## src/rtl/can_irq_pkg.sv

```systemverilog
package can_irq_pkg;
  localparam int NFLAG    = 5;
  localparam int NGATED   = 4;
  localparam int IDX_RX   = 0;
  localparam int IDX_TX   = 1;
  localparam int IDX_ERR  = 2;
  localparam int IDX_OVR  = 3;
  localparam int IDX_WAKE = 4;

  typedef struct packed {
    logic rx_ne;
    logic tx_rel;
    logic err_st;
    logic bus_st;
    logic ovr_st;
    logic sleep;
  } core_status_t;
endpackage

```

## src/rtl/can_irq_events.sv

```systemverilog
module can_irq_events
  import can_irq_pkg::*;
(
  input  logic               clk,
  input  logic               rst,
  input  core_status_t       st_i,
  input  logic               rx_release_i,
  input  logic               sleep_req_i,
  input  logic               bus_active_i,
  input  logic               pending_i,
  input  logic [NGATED-1:0]  en_i,
  output logic [NFLAG-1:0]   set_o
);
  core_status_t st_q;

  always_ff @(posedge clk) begin
    if (rst) st_q <= '0;
    else     st_q <= st_i;
  end

  logic rx_rise, tx_rise, ovr_rise, err_chg, sleep_exit, sleep_refused;

  always_comb begin
    rx_rise       = st_i.rx_ne  & ~st_q.rx_ne;
    tx_rise       = st_i.tx_rel & ~st_q.tx_rel;
    ovr_rise      = st_i.ovr_st & ~st_q.ovr_st;
    err_chg       = (st_i.err_st ^ st_q.err_st) | (st_i.bus_st ^ st_q.bus_st);
    sleep_exit    = st_q.sleep & ~st_i.sleep;
    sleep_refused = sleep_req_i & (bus_active_i | pending_i);

    set_o           = '0;
    set_o[IDX_RX]   = en_i[IDX_RX]  & (rx_rise | (rx_release_i & st_i.rx_ne));
    set_o[IDX_TX]   = en_i[IDX_TX]  & tx_rise;
    set_o[IDX_ERR]  = en_i[IDX_ERR] & err_chg;
    set_o[IDX_OVR]  = en_i[IDX_OVR] & ovr_rise;
    set_o[IDX_WAKE] = sleep_exit | sleep_refused;
  end

  // a source whose enable is low never produces a set event
  p_gate_r13: assert property (@(posedge clk) disable iff (rst)
    (en_i == '0 && !st_q.sleep && !sleep_req_i) |-> (set_o == '0));
endmodule

```

## src/rtl/can_irq_flag.sv

```systemverilog
module can_irq_flag (
  input  logic clk,
  input  logic rst,
  input  logic set_i,
  input  logic clr_i,
  output logic q_o
);
  always_ff @(posedge clk) begin
    if (rst)        q_o <= 1'b0;
    else if (set_i) q_o <= 1'b1;
    else if (clr_i) q_o <= 1'b0;
  end

  // a set event wins over a simultaneous clear
  p_set_wins_r12: assert property (@(posedge clk) disable iff (rst)
    set_i |=> q_o);
  // a clear without a set event empties the flag
  p_clear_r3: assert property (@(posedge clk) disable iff (rst)
    (clr_i && !set_i) |=> !q_o);
  // without a set event or a clear the flag keeps its value
  p_hold_r5: assert property (@(posedge clk) disable iff (rst)
    (!set_i && !clr_i) |=> (q_o == $past(q_o)));
endmodule

```

## src/rtl/can_irq_flags.sv

```systemverilog
module can_irq_flags
  import can_irq_pkg::*;
#(
  parameter int ADDR_W   = 5,
  parameter int DATA_W   = 8,
  parameter int IRQ_ADDR = 3
) (
  input  logic              clk,
  input  logic              rst,
  input  logic              rx_nonempty,
  input  logic              tx_released,
  input  logic              err_status,
  input  logic              bus_status,
  input  logic              overrun_status,
  input  logic              sleep_mode,
  input  logic              rx_release,
  input  logic              sleep_req,
  input  logic              bus_active,
  input  logic [3:0]        irq_en,
  input  logic              rd_en,
  input  logic [ADDR_W-1:0] rd_addr,
  output logic [DATA_W-1:0] rd_data,
  output logic              irq_n
);
  localparam int              RSVD_W  = DATA_W - NFLAG;
  localparam logic [ADDR_W-1:0] SEL   = IRQ_ADDR[ADDR_W-1:0];

  core_status_t     st;
  logic [NFLAG-1:0] set_ev, flags_q, flags_d;
  logic             rd_hit;

  assign st = '{rx_ne: rx_nonempty, tx_rel: tx_released, err_st: err_status,
                bus_st: bus_status, ovr_st: overrun_status, sleep: sleep_mode};
  assign rd_hit = rd_en && (rd_addr == SEL);

  can_irq_events u_events (
    .clk          (clk),
    .rst          (rst),
    .st_i         (st),
    .rx_release_i (rx_release),
    .sleep_req_i  (sleep_req),
    .bus_active_i (bus_active),
    .pending_i    (|flags_q),
    .en_i         (irq_en[NGATED-1:0]),
    .set_o        (set_ev)
  );

  for (genvar i = 0; i < NFLAG; i++) begin : g_flag
    can_irq_flag u_flag (
      .clk   (clk),
      .rst   (rst),
      .set_i (set_ev[i]),
      .clr_i (rd_hit),
      .q_o   (flags_q[i])
    );
  end

  assign flags_d = set_ev | (flags_q & ~{NFLAG{rd_hit}});

  always_ff @(posedge clk) begin
    if (rst) begin
      irq_n   <= 1'b1;
      rd_data <= '0;
    end else begin
      irq_n   <= ~|flags_d;
      rd_data <= rd_hit ? {{RSVD_W{1'b1}}, flags_q} : '0;
    end
  end

  // the request line tracks the flag set
  p_irq_match_r4: assert property (@(posedge clk) disable iff (rst)
    irq_n == (flags_q == '0));
  // read data shows the pre-clear flags with reserved bits high
  p_rd_data_r2: assert property (@(posedge clk) disable iff (rst)
    rd_hit |=> (rd_data == {{RSVD_W{1'b1}}, $past(flags_q)}));
  // reads elsewhere return zero
  p_other_addr_r3: assert property (@(posedge clk) disable iff (rst)
    (rd_en && !rd_hit) |=> (rd_data == '0));
  // a read with no set event leaves no flag behind
  p_rd_clear_r3: assert property (@(posedge clk) disable iff (rst)
    (rd_hit && set_ev == '0) |=> (flags_q == '0));
endmodule

```

## config.mk

```make
export PLATFORM = sky130hd
export DESIGN_NAME = can_irq_flags
export DESIGN_NICKNAME = d
export VERILOG_FILES = /design/src/rtl/can_irq_pkg.sv /design/src/rtl/can_irq_events.sv /design/src/rtl/can_irq_flag.sv /design/src/rtl/can_irq_flags.sv
export SDC_FILE = /design/constraint.sdc
export NUM_CORES = 1
export LEC_CHECK = 0
export ABC_AREA = 1
export BUFFER_PORTS_ARGS = -buffer_cell sky130_fd_sc_hd__buf_2
export CORE_MARGIN = 3
export CORE_UTILIZATION = 45
export DETAILED_ROUTE_END_ITERATION = 10
export PLACE_DENSITY = 0.85
export SYNTH_ARGS = -nofsm -noshare
export SYNTH_HDL_FRONTEND = slang
export SYNTH_HIERARCHICAL = 1
export SYNTH_SLANG_ARGS = --single-unit
```

## constraint.sdc

```tcl
create_clock -name clk -period 2.9 [get_ports clk]
set_input_delay 0.145 -clock clk [delete_from_list [all_inputs] [get_ports clk]]
set_output_delay 0.145 -clock clk [all_outputs]
set_load 0.02 [all_outputs]
```

==> qor.yml <==
status:
  run_status: "completed"
yosys:
  synthesis.area_sq_um: 742
  synth_area_leaders: "dfxtp_1 (49%), inv_1 (15%), nand2_1 (11%), nor2_1 (8.6%), a21oi_2 (7.1%)"
  ys.flop_type: "dfxtp_1"
  syn_inst: 103
  yosys.cell_count.top_type: "inv_1"
  ys_ff_latch: 18
  yosys-top-cells-count: "inv_1 (30), nand2_1 (21), dfxtp_1 (18)"
  yosysSeqAreaShare: 0.486
  synth_area_per_cell_sq_um: 7.20
  synthArstFlopShare: 0
  yosysWarningCount: 6
  synth_area_leader_cell: "dfxtp_1"
  synth_nets: 124
  netlist.area_leader.share: 0.486
  ys_types: 14
  synth_edf_count: 0
critical_path:
  endpoint_kind: "register"
  cp_max_fo: 3
  worstPathArrival_ns: 1.44
  r2r_slack_ns: 1.70
  critPathKind: "reg2reg"
  ff2ff_path_depth: 9
  r2r-start: "g_flag[2].u_flag/q_o"
  cp-start-kind: "register"
  required_ns: 3.14
  timing.rr.end: "irq_n"
detailed_routing:
  routed-via-count: 658
  route.detailed.drc: 0
  viasPerCell: 4.39
  antenna_left: 0
  routed_wl_mm: 1.38
  wire_per_inst_microns: 9.21
  firstDrtPassIters: 4
  drtIter0Drc: 8
cts:
  numCtsBuffers: 3
  holdBufCountCts: 0
  clkSlewWorstSetupHoldPaths_ns: 0.10
  clock_path_buffers: 2
  post_cts_buffers: 0
  cts_tree: "built"
  cts_resized: 0
  clock_latency_ns: 0.29
  cts_sinks: 18
  h-tree-depth: 1
  root_buffer: "clkbuf_4"
timing:
  rsz0062_at_grt: "false"
  tightestPinTransition_ns: 0.268
  drv_slew: 0
  setup_violations: 0
  timing.final.ws_setup_ns: 1.70
  hold_viol_final: 0
  fmax_mhz: 833
  holdWs_ns: 0.0595
  period_needed_ns: 1.20
  finalCritPeriodShare: 0.414
  slew_headroom: 0.821
  final.setup_skew_ns: 0.00506
  final.setup.tns_ns: 0
floorplan:
  initial_utilization: 0.487
  die_x_microns: 46.6
  rows: 14
  num_io_pins: 30
  dieArea_sq_um: 2170
  die_y_microns: 46.6
  core-area_sq_um: 1520
hold_path:
  hp-class: "in2reg"
  holdPathStages: 3
  min-delay-start: "overrun_status"
  min_to: "u_events/st_q[1]"
power:
  power_leakage_nw: 0.531
  p_per_area_nw_per_um2: 509
  netSwitchingFraction: 0.238
  comb_power_share: 0.123
  clock_power_share: 0.319
  power_frac_seq: 0.557
  p_int_uw: 360
  ir_drop_v: 0.000376
  switchingPower_uw: 112
global_route:
  grt_antenna_before_repair: 0
  grt-ovfl-total: 0
  grt_max_degree: 13
  grt_pass1_vias: 601
  grt_pass1_wl_mm: 2.37
  grt_usage: 0.160
place:
  portBuffers: 29
  dp_hpwl_mm: 1.08
  placed_area_sq_um: 892
  gp_congestion: 0.786
  pre_cts_slack_ns: 1.74
job:
  drv_cap: 0
cells_and_area:
  final_layout_size_suffix_gt1_frac: 0.328
  area_growth_pct: 25.1
  design_area_sq_um: 928
  post-route-util: 0.609
  fill_cells: 137
  num_antenna_cells: 0
  fin_nets: 156
-- power groups by stage --
stage / Clock, mW / Combinational, mW / Sequential, mW
2_1_floorplan: 0 / 0.0331 / 0.270
3_3_place_gp: 0 / 0.0550 / 0.268
3_5_place_dp: 0 / 0.0578 / 0.269
4_1_cts: 0.157 / 0.0588 / 0.263
5_1_grt: 0.167 / 0.0669 / 0.265
6_report: 0.151 / 0.0582 / 0.263
-- final cells by class --
cell class	count	area, sq um	area share
flip-flops and latches	18	360	0.388
multi-input cells	52	250	0.270
repair buffers	29	145	0.156
inverters	31	116	0.125
clock buffers	4	36.3	0.0391
well taps	16	20.0	0.0216
-- how the worst max path moves through the flow --
stage | start | to | slack, ns | cells after the start
6_report | g_flag[2].u_flag/q_o | irq_n | 1.70 | 9
5_1_grt | g_flag[2].u_flag/q_o | irq_n | 1.48 | 9
4_1_cts | g_flag[2].u_flag/q_o | irq_n | 1.67 | 9
3_5_place_dp | g_flag[2].u_flag/q_o | irq_n | 1.74 | 9
3_3_place_gp | g_flag[2].u_flag/q_o | irq_n | 1.85 | 9
2_1_floorplan | g_flag[2].u_flag/q_o | irq_n | 1.89 | 9
-- through the flow --
stage          total power [mW]  cells
6_report                  0.472    150
5_1_grt                   0.499    150
4_1_cts                   0.479    150
3_5_place_dp              0.327    146
3_3_place_gp              0.323    146
2_1_floorplan             0.303    103
-- per-layer routing --
metal	up-vias	routed length, microns	share of wire	GRT usage
li1	353	-	-	-
met1	278	533	0.39	0.157
met2	23	726	0.53	0.302
met3	4	93	0.067	0.0234
met4	0	27	0.020	0.102
met5	-	0	0	0
-- cell families (layout without fill, tap and decap cells) --
kind of cell | Yosys count | after routing | share of synthesized area
AOI/OAI and AO/OA | 8 | 8 | 0.0843
buffers and inverters | 33 | 64 | 0.177
DFF | 18 | 18 | 0.486
and+or+nand+nor | 44 | 44 | 0.253
-- sequential cells by signal, indices dropped and copies added, names as in the netlist --
signal,cells
rd_data,6
u_events/st_q,6
g_flag.u_flag/q_o,5
irq_n,1
-- layout by cell type (no fill, tap or decap) --
cell type,netlist,layout
nand2_1,21,21
inv_2,1,1
nand3_1,1,1
buf_2,0,29
clkbuf_8,0,1
nand3_2,1,1
clkbuf_4,0,3
o21ai_0,1,1
a21oi_2,6,6
nor2_1,17,17
or2_0,1,1
dfxtp_1,18,18
inv_1,30,30
a21oi_1,1,1
nor2_2,2,2
nand2_4,1,1
-- worst max-delay path, stage by stage, from the launching register on --
cell     delay, ns
dfxtp_1       0.33
nor2_1        0.11
nand3_1       0.10
o21ai_0       0.18
nand2_1       0.09
inv_1         0.07
nand2_1       0.06
nor2_1        0.08
nand2_1       0.06
nand2_1       0.05
No activity file was read; power rests on OpenSTA's default activity.
